[src/rtl/pwm_dither_pkg.sv]
package pwm_dither_pkg;
  typedef enum logic [1:0] {
    REG_CTL  = 2'd0,
    REG_HP   = 2'd1,
    REG_DUTY = 2'd2
  } reg_addr_e;

  localparam int unsigned CTL_EN_BIT   = 4;
  localparam int unsigned CTL_IDLE_BIT = 5;
endpackage

[src/rtl/pwm_cnt_mux.sv]
module pwm_cnt_mux #(
  parameter int unsigned CNT_W = 20,
  parameter int unsigned N_TMR = 4,
  parameter int unsigned SEL_W = 2
) (
  input  logic [N_TMR*CNT_W-1:0] cnt_i,
  input  logic [N_TMR-1:0]       ovf_i,
  input  logic [SEL_W-1:0]       sel_i,
  output logic [CNT_W-1:0]       cnt_o,
  output logic                   ovf_o
);
  logic [CNT_W-1:0] cnt_arr [N_TMR];

  for (genvar k = 0; k < N_TMR; k++) begin : g_unpack
    assign cnt_arr[k] = cnt_i[k*CNT_W +: CNT_W];
  end

  assign cnt_o = cnt_arr[sel_i];
  assign ovf_o = ovf_i[sel_i];
endmodule

[src/rtl/pwm_cfg_stage.sv]
module pwm_cfg_stage
  import pwm_dither_pkg::*;
#(
  parameter int unsigned CNT_W  = 20,
  parameter int unsigned INT_W  = 21,
  parameter int unsigned FRAC_W = 4,
  parameter int unsigned SEL_W  = 2,
  parameter int unsigned DAT_W  = 32,
  localparam int unsigned DUTY_W = INT_W + FRAC_W
) (
  input  logic              clk_i,
  input  logic              rst_ni,
  input  logic              we_i,
  input  logic [1:0]        addr_i,
  input  logic [DAT_W-1:0]  wdata_i,
  input  logic              ovf_i,
  output logic [SEL_W-1:0]  sel_o,
  output logic              en_o,
  output logic              idle_o,
  output logic [CNT_W-1:0]  hp_act_o,
  output logic [DUTY_W-1:0] duty_act_o,
  output logic [DUTY_W-1:0] duty_stg_o,
  output logic              extra_o
);
  logic [CNT_W-1:0]  hp_stg;
  logic [FRAC_W-1:0] phase_q;
  logic [FRAC_W:0]   phase_sum;
  logic              unused_wdata;

  assign unused_wdata = ^wdata_i;

  // carry out of the phase accumulator marks a stretched period
  assign phase_sum = {1'b0, phase_q} + {1'b0, duty_stg_o[FRAC_W-1:0]};

  always_ff @(posedge clk_i or negedge rst_ni) begin
    if (!rst_ni) begin
      sel_o      <= '0;
      en_o       <= 1'b0;
      idle_o     <= 1'b0;
      hp_stg     <= '0;
      duty_stg_o <= '0;
      hp_act_o   <= '0;
      duty_act_o <= '0;
      phase_q    <= '0;
      extra_o    <= 1'b0;
    end else begin
      if (we_i) begin
        case (reg_addr_e'(addr_i))
          REG_CTL: begin
            sel_o  <= wdata_i[SEL_W-1:0];
            en_o   <= wdata_i[CTL_EN_BIT];
            idle_o <= wdata_i[CTL_IDLE_BIT];
          end
          REG_HP:   hp_stg     <= wdata_i[CNT_W-1:0];
          REG_DUTY: duty_stg_o <= wdata_i[DUTY_W-1:0];
          default: ;
        endcase
      end
      if (ovf_i) begin
        hp_act_o   <= hp_stg;
        duty_act_o <= duty_stg_o;
        phase_q    <= phase_sum[FRAC_W-1:0];
        extra_o    <= phase_sum[FRAC_W];
      end
    end
  end
endmodule

[src/rtl/pwm_cmp_out.sv]
module pwm_cmp_out #(
  parameter int unsigned CNT_W = 20,
  parameter int unsigned LP_W  = 23
) (
  input  logic             clk_i,
  input  logic             rst_ni,
  input  logic [CNT_W-1:0] cnt_i,
  input  logic [CNT_W-1:0] hp_i,
  input  logic [LP_W-1:0]  lp_i,
  output logic             pwm_q_o
);
  logic [LP_W-1:0] cnt_ext;

  assign cnt_ext = LP_W'(cnt_i);

  // low point wins so that lp == hp keeps the pin low
  always_ff @(posedge clk_i or negedge rst_ni) begin
    if (!rst_ni)             pwm_q_o <= 1'b0;
    else if (cnt_ext == lp_i) pwm_q_o <= 1'b0;
    else if (cnt_i == hp_i)   pwm_q_o <= 1'b1;
  end
endmodule

[src/rtl/pwm_dither_chan.sv]
module pwm_dither_chan #(
  parameter int unsigned CNT_W  = 20,
  parameter int unsigned N_TMR  = 4,
  parameter int unsigned INT_W  = 21,
  parameter int unsigned FRAC_W = 4,
  parameter int unsigned DAT_W  = 32,
  localparam int unsigned DUTY_W = INT_W + FRAC_W
) (
  input  logic                   clk_i,
  input  logic                   rst_ni,
  input  logic [N_TMR*CNT_W-1:0] tmr_cnt_i,
  input  logic [N_TMR-1:0]       tmr_ovf_i,
  input  logic                   cfg_we_i,
  input  logic [1:0]             cfg_addr_i,
  input  logic [DAT_W-1:0]       cfg_wdata_i,
  output logic                   pwm_o,
  output logic [DUTY_W-1:0]      duty_o
);
  localparam int unsigned SEL_W = (N_TMR > 1) ? $clog2(N_TMR) : 1;
  localparam int unsigned LP_W  = ((CNT_W > INT_W) ? CNT_W : INT_W) + 2;

  logic [SEL_W-1:0]  sel;
  logic              en, idle;
  logic [CNT_W-1:0]  cnt_sel;
  logic              ovf_sel;
  logic [CNT_W-1:0]  hp_act;
  logic [DUTY_W-1:0] duty_stg;
  logic              extra;
  logic [LP_W-1:0]   lp_pt;
  logic              pwm_q;

  pwm_cnt_mux #(.CNT_W(CNT_W), .N_TMR(N_TMR), .SEL_W(SEL_W)) u_mux (
    .cnt_i (tmr_cnt_i),
    .ovf_i (tmr_ovf_i),
    .sel_i (sel),
    .cnt_o (cnt_sel),
    .ovf_o (ovf_sel)
  );

  pwm_cfg_stage #(
    .CNT_W(CNT_W), .INT_W(INT_W), .FRAC_W(FRAC_W), .SEL_W(SEL_W), .DAT_W(DAT_W)
  ) u_stage (
    .clk_i      (clk_i),
    .rst_ni     (rst_ni),
    .we_i       (cfg_we_i),
    .addr_i     (cfg_addr_i),
    .wdata_i    (cfg_wdata_i),
    .ovf_i      (ovf_sel),
    .sel_o      (sel),
    .en_o       (en),
    .idle_o     (idle),
    .hp_act_o   (hp_act),
    .duty_act_o (duty_o),
    .duty_stg_o (duty_stg),
    .extra_o    (extra)
  );

  assign lp_pt = LP_W'(hp_act) + LP_W'(duty_o[DUTY_W-1:FRAC_W]) + LP_W'(extra);

  pwm_cmp_out #(.CNT_W(CNT_W), .LP_W(LP_W)) u_cmp (
    .clk_i   (clk_i),
    .rst_ni  (rst_ni),
    .cnt_i   (cnt_sel),
    .hp_i    (hp_act),
    .lp_i    (lp_pt),
    .pwm_q_o (pwm_q)
  );

  assign pwm_o = en ? pwm_q : idle;
endmodule

[config.mk]
export PLATFORM = sky130hd
export DESIGN_NAME = pwm_dither_chan
export DESIGN_NICKNAME = d
export VERILOG_FILES = /design/src/rtl/pwm_dither_pkg.sv /design/src/rtl/pwm_cnt_mux.sv /design/src/rtl/pwm_cfg_stage.sv /design/src/rtl/pwm_cmp_out.sv /design/src/rtl/pwm_dither_chan.sv
export SDC_FILE = /design/constraint.sdc
export NUM_CORES = 1
export LEC_CHECK = 0
export BUFFER_PORTS_ARGS = -buffer_cell sky130_fd_sc_hd__buf_2
export CORE_MARGIN = 1.5
export CORE_UTILIZATION = 25
export CTS_BUF_LIST = sky130_fd_sc_hd__clkbuf_4 sky130_fd_sc_hd__clkbuf_8
export DETAILED_ROUTE_END_ITERATION = 10
export GPL_TIMING_DRIVEN = 1
export SETUP_SLACK_MARGIN = 0.5
export SLEW_MARGIN = 20
export SYNTH_ARGS = -nofsm -noshare
export SYNTH_HDL_FRONTEND = slang
export SYNTH_HIERARCHICAL = 1
export SYNTH_SLANG_ARGS = --single-unit
[constraint.sdc]
create_clock -name clk_i -period 7.05 [get_ports clk_i]
set_input_delay 0.705 -clock clk_i [delete_from_list [all_inputs] [get_ports clk_i]]
set_output_delay 0.705 -clock clk_i [all_outputs]
set_load 0.01 [all_outputs]
==> results of run 1 <==
[through the flow]
| stage | utilization, % | cell area (um2) | hold WS [ps] | total power [mW] |
|---|---|---|---|---|
| finish | 30.6 | 7210 | 240 | 3.03 |
| global route | 30.6 | 7210 | 246 | 3.27 |
| CTS | 30.6 | 7210 | 222 | 3.06 |
| detailed placement | 29.8 | 7010 | 476 | 2.68 |
| global placement | 29.8 | 7010 | 469 | 2.66 |
| floorplan | - | 6020 | 409 | 2.22 |
[report_power, final]
group	leakage, nW	internal [mW]	total (mW)	switching [mW]
Sequential	1.18	0.750	0.940	0.190
Combinational	1.84	0.830	1.73	0.903
Clock	0.100	0.145	0.355	0.210
Total	3.12	1.72	3.03	1.30
[layout make-up]
class                   instances  area (um2)  area share [%]
diodes                          1        2.50          0.0347
clock buffers                  10         138            1.91
flip-flops and latches        100        2500            34.8
inverters                      18        67.6           0.937
repair buffers                142         721            10.0
well taps                     319         399            5.54
multi-input cells             345        3320            46.1
clock inverters                 6        56.3           0.781
[metal layers]
layer	share of wire [%]	vias to the layer above	track usage, %
met2	49	77	22.0
met1	44	2144	16.7
met5	0.13	-	0
met3	4.1	27	2.98
li1	-	2054	-
met4	2.7	4	5.79
[cell families (layout without fill, tap and decap cells)]
kind of cell	count (synthesis)	after routing	synth area share [%]
buffers and inverters	37	176	3.18
AOI/OAI and AO/OA	69	69	8.01
adders and majority gates	26	26	5.78
DFF	100	100	41.6
and+or+nand+nor	78	78	7.55
xor gates and xnor gates	51	51	7.42
other	1	2	0.0623
muxes	120	120	26.4
[cells in the final DEF, fill, tap and decap left out, types with 10 or more instances in the layout]
cell type,Yosys,final
a21oi_1,13,13
buf_2,12,138
clkbuf_8,0,10
dfrtp_1,100,98
ha_1,23,23
inv_1,18,18
mux2_1,20,20
mux2_2,77,77
mux4_2,20,21
nor2_1,16,16
o21ai_0,13,13
xnor2_1,33,33
xor2_1,18,18
[state kept, by name (all words and copies together) (netlist names), 2 cells and up]
name / flops
u_stage/duty_act_o: 25
u_stage/duty_stg_o: 25
u_stage/phase_q: 4
u_stage/sel_o: 2
u_stage/hp_act_o: 20
u_stage/hp_stg: 20
[worst max-delay path: cells and delay by family (launching register included)]
kind / cells / cell delay (ps)
fa+ha+maj: 2 / 900
xor+xnor: 1 / 260
compound gates: 4 / 850
buf+inv: 1 / 70
flops: 1 / 400
simple gates: 5 / 820
[worst paths after layout]
| kind | slack (ps) | endpoint | from | depth (start not counted) |
|---|---|---|---|---|
| worst max-delay path | 3600 | u_cmp/pwm_q_o | u_stage/hp_act_o[0] | 13 |
| worst min-delay path | 240 | u_stage/duty_act_o[18] | rst_ni | 1 |
| worst max register to register | 3600 | u_cmp/pwm_q_o | u_stage/hp_act_o[0] | 13 |
| worst min register to register | 490 | u_stage/duty_stg_o[23] | u_stage/duty_stg_o[23] | 1 |
| max in group asynchronous | 5520 | u_stage/sel_o[0] | rst_ni | 2 |
| min in group clk_i | 490 | u_stage/duty_stg_o[23] | u_stage/duty_stg_o[23] | 1 |
==> run_results.csv, run 1 <==
group,metric,value,unit
run_status,status,"finished clean",
die,die_w,158,um
synthesis,ys_top_cells_by_area,"dfrtp_1 (42%), mux2_2 (14%), mux4_2 (7.5%), xnor2_1 (4.8%), ha_1 (4.8%)",
synthesis,ys_seq_area_share,41.6,%
min_path,hold_path.class,"input pin to async pin",
sta,rsz0062_at_grt,"false",
synthesis,syn_inst,482,
die,io_pins,147,
sta,slew_headroom,38.8,%
routing,dr.pass1.iters,4,
synthesis,yosysTopAreaCellShare,41.6,%
setup_path,cp-end-kind,"flip-flop",
routing,routed_wl,16100,um
sta,setup_viol,0,
sta,fin_crit,3450,ps
routing,drcViolationCount,0,
cts,post_cts_resized,0,
cts,htreeDepth,3,
sta,fin_setup_tns,0,ps
place,place_ws,3650,ps
die,start_util,25.6,%
die,core,23500,um2
synthesis,synthFlopType,"dfrtp_1",
setup_path,worstPathRequired,7300,ps
setup_path,crit_fanout,4,
cts,clk_latency,380,ps
pwr,max-vdd-ir-drop,0.141,mV
setup_path,path_class,"flip-flop to flip-flop",
place,dp.cells,924,
cts,clockBufferDepth,2,
final_layout,drive_gt1_share,42.7,%
cts,clk_pin_slew,100,ps
synthesis,synth_nets,629,
place,place.gp.congestion,0.893,
routing,num_vias,4306,
sta,skew,14.5,ps
routing,wire_per_inst,17.1,um
synthesis,netlist_area,6020,um2
global_routing,grt_pass1_wl,24600,um
sta,worst_slew_pin_slew,918,ps
sta,hold_viol_final,0,
setup_path,critical_path_arrival,3700,ps
global_routing,grt_antenna_before_repair,3,
routing,viasPerCell,4.58,
synthesis,avgSynthCellArea,12.5,um2
pwr,power_density,420,nW/um2
synthesis,ys_warn_count,6,
flow_run,drv_cap,0,
setup_path,critPathMaxStageDelay,460,ps
synthesis,synth-seq-cells,100,
cts,cts_tree,"built",
cts,clock_sinks,100,
global_routing,grt_overflow,0,
synthesis,synthDistinctLibCells,57,
cts,cts-root-buf,"clkbuf_8",
place,hpwl,12700,um
synthesis,synthTopCellsByCount,"dfrtp_1 (100), mux2_2 (77), xnor2_1 (33)",
die,num_rows,56,
setup_path,cp_slowest_cell,"fa_1",
setup_path,critPathLaunchType,"flip-flop",
synthesis,yosysMostFrequentCell,"dfrtp_1",
cts,post_cts_buffers,0,
place,portBuffers,139,
final_layout,nets,763,
die,die_area,25000,um2
cts,postCtsHoldBufs,0,
final_layout,fillers,2485,
synthesis,synth-edff-count,0,
sta,setup_slack,3600,ps
setup_path,crit_chain,"inv_1 -> fa_1 -> fa_1 -> nor2b_4 -> o31a_1 -> o31ai_4 -> a31oi_1 -> or4_1 -> nand3_1 -> xnor2_1 -> nand4_1 -> nor4_1 -> a31oi_1",
routing,ant_nets,0,
global_routing,grt_max_degree,73,
cts,cts_buffers,9,
final_layout,area_growth,19.8,%
global_routing,groute.usage.overall,13.3,%
pwr,power.leakage,3.12,nW
routing,drtIter0Drc,187,
sta,final_max_slew_viol_count,0,
die,die_h,158,um
final_layout,final_cells,941,
synthesis,async_flop_share,100,%
global_routing,first_global_vias,4374,
sta,timing.final.crit_share,49.0,%
sta,fmax,0.290,GHz
synthesis,synth_top_area_cell,"dfrtp_1",
Note: power is estimated with default switching activity, not from simulation.
==> inputs of run 2 (changes only) <==
==> constraint.sdc (replaced) <==
create_clock -name clk_i -period 2.9 [get_ports clk_i]
set_input_delay 0.29 -clock clk_i [delete_from_list [all_inputs] [get_ports clk_i]]
set_output_delay 0.29 -clock clk_i [all_outputs]
set_load 0.01 [all_outputs]
==> run 2 against run 1 <==
The run now ends with negative setup slack left. Global-route usage up 0.56 points. Utilization up 2.4 points. Clock-buffer cell count up 1. Critical path depth unchanged. Register-to-register slack worse by 3700 ps. Critical path type unchanged.
==> run_results.csv, run 2 (synthesized netlist as in run 1, its figures left out) <==
group,metric,value,unit
final_layout,drive_gt1_share,49.6,%
cts,clock_sinks,100,
routing,ant_nets,0,
pwr,max-vdd-ir-drop,0.310,mV
die,die_h,158,um
setup_path,r2r_slack,-80,ps
sta,hold_ws,139,ps
pwr,power_density,1070,nW/um2
setup_path,cp-end-kind,"flip-flop",
min_path,hold_path.class,"input pin to flip-flop",
die,start_util,25.6,%
pwr,power.switching,3.40,mW
sta,slew_headroom,52.3,%
min_path,hold_start,"cfg_wdata_i[21]",
sta,fin_crit,2980,ps
global_routing,grt_max_degree,56,
sta,setup_viol,1,
die,die_w,158,um
sta,timing.final.crit_share,103,%
cts,cts_buffers,9,
setup_path,worstReg2RegEnd,"u_cmp/pwm_q_o",
setup_path,crit_fanout,4,
routing,routed_wl,17000,um
cts,clk_latency,370,ps
run_status,status,"finished with violations",
place,portBuffers,139,
die,num_rows,56,
sta,worst_slew_pin_slew,715,ps
routing,dr.pass1.iters,4,
final_layout,area_growth,29.1,%
place,hpwl,13900,um
sta,hold_viol_final,0,
routing,viasPerCell,4.51,
pwr,seqPwrFrac,26.3,%
routing,drtIter0Drc,277,
cts,clk_pin_slew,100,ps
global_routing,grt_overflow,0,
global_routing,grt_antenna_before_repair,2,
cts,clockBufferDepth,2,
die,die_area,25000,um2
final_layout,final_cell_mix,"buf_2 (138), dfrtp_1 (99), mux2_2 (77)",
pwr,power_frac_clock,11.5,%
global_routing,grt_pass1_wl,25800,um
place,place_ws,-121,ps
run_status,violations,"negative setup slack",
routing,num_vias,4539,
flow_run,drv_cap,0,
final_layout,reg_top3,"u_stage/duty_act_o x25, u_stage/duty_stg_o x25",
setup_path,path_class,"flip-flop to flip-flop",
global_routing,first_global_vias,4642,
pwr,power.leakage,3.45,nW
setup_path,critical_path_arrival,3220,ps
setup_path,worst-r2r-cell-count,13,
pwr,pwr-share-comb,62.2,%
sta,setup_slack,-76.3,ps
sta,fmax,0.336,GHz
sta,fin_setup_tns,-76.3,ps
die,core,23500,um2
routing,drcViolationCount,0,
min_path,worstHoldEndpoint,"u_stage/duty_stg_o[21]",
pwr,p_int,4.91,mW
setup_path,timing.rr.start,"u_stage/duty_act_o[4]",
sta,skew,15.1,ps
pwr,swShare,41.0,%
final_layout,fillers,2424,
cts,cts-root-buf,"clkbuf_8",
cts,htreeDepth,3,
final_layout,nets,827,
setup_path,worstPathRequired,3140,ps
final_layout,final_common_cell,"buf_2",
cts,cts_tree,"built",
setup_path,critPathLaunchType,"flip-flop",
sta,final_max_slew_viol_count,0,
die,io_pins,147,
sta,rsz0062_at_grt,"true",
place,place.gp.congestion,0.911,
cts,post_cts_buffers,0,
global_routing,groute.usage.overall,13.9,%
routing,wire_per_inst,16.9,um
min_path,worstHoldPathCells,2,
-- run 2: cell types whose count changed in the layout (fill, tap and decap cells not counted), sizes merged --
| cell | change |
|---|---|
| buf | +63 |
| bufinv | +1 |
| diode | +1 |
| dlygate4sd3 | +1 |
| clkinv | -1 |
| clkbuf | +1 |
| inv | -1 |
-- run 2: metrics by stage --
step           instance area (um2)  instances  total power, mW  utilization (%)
4_1_cts                       7740       1004             8.31             32.9
2_1_floorplan                 6030        482             5.41                -
5_1_grt                       7760       1004             8.95             33.0
6_report                      7770       1006             8.31             33.0
3_5_place_dp                  7490        987             7.27             31.8
3_3_place_gp                  7490        987             7.25             31.8
-- run 2: timing repair --
item	CTS	global route
hold buffers	1	0
pin swaps	0	4
endpoints found under the hold margin	17	0
resized for setup	5	4
gates cloned	0	0
endpoints found under the setup margin	1	1
-- run 2: per-layer routing --
| layer | GRT usage, % | vias to the layer above | wire length (um) | part of all wire, % |
|---|---|---|---|---|
| met5 | 0 | - | 0 | 0 |
| met4 | 4.85 | 0 | 345 | 2.0 |
| met3 | 2.05 | 19 | 771 | 4.5 |
| met2 | 23.1 | 94 | 8300 | 49 |
| met1 | 18.3 | 2258 | 7560 | 45 |
| li1 | - | 2168 | - | - |
-- run 2: area by class of cell --
class / count / area [um2] / area share (%)
Clock inverter: 5 / 67.6 / 0.870
Clock buffer: 11 / 151 / 1.95
Inverter: 18 / 67.6 / 0.870
Tap cell: 319 / 399 / 5.14
Antenna cell: 2 / 5.00 / 0.0644
Timing Repair Buffer: 206 / 1200 / 15.5
Multi-Input combinational cell: 345 / 3370 / 43.4
Sequential cell: 100 / 2500 / 32.2
-- run 2: power groups by stage --
stage | logic (mW) | registers, mW | clock network (mW)
3_3_place_gp | 5.04 | 2.20 | 0
5_1_grt | 5.66 | 2.25 | 1.04
6_report | 5.17 | 2.19 | 0.955
2_1_floorplan | 3.23 | 2.17 | 0
4_1_cts | 5.13 | 2.19 | 0.987
3_5_place_dp | 5.05 | 2.22 | 0
-- run 2: worst max path at each step --
stage / endpoint / depth (start not counted) / start / slack, ps
floorplan: u_cmp/pwm_q_o / 13 / u_stage/duty_act_o[4] / 120
global placement: u_cmp/pwm_q_o / 13 / u_stage/extra_o / -90
detailed placement: u_cmp/pwm_q_o / 12 / u_stage/extra_o / -120
CTS: u_cmp/pwm_q_o / 13 / u_stage/extra_o / -110
global route: u_cmp/pwm_q_o / 13 / u_stage/extra_o / -220
finish: u_cmp/pwm_q_o / 13 / u_stage/duty_act_o[4] / -80
-- run 2: critical path: stages, from the launching register on --
cell and delay (ps):
dfrtp_1 410, inv_2 60, fa_2 240, fa_2 250, nor2b_4 50, o31a_1 290
o31ai_4 350, a31oi_2 140, or4_1 440, nand3_2 100, xnor2_2 120, nand4_1 100
nor4_1 180, a31oi_1 110
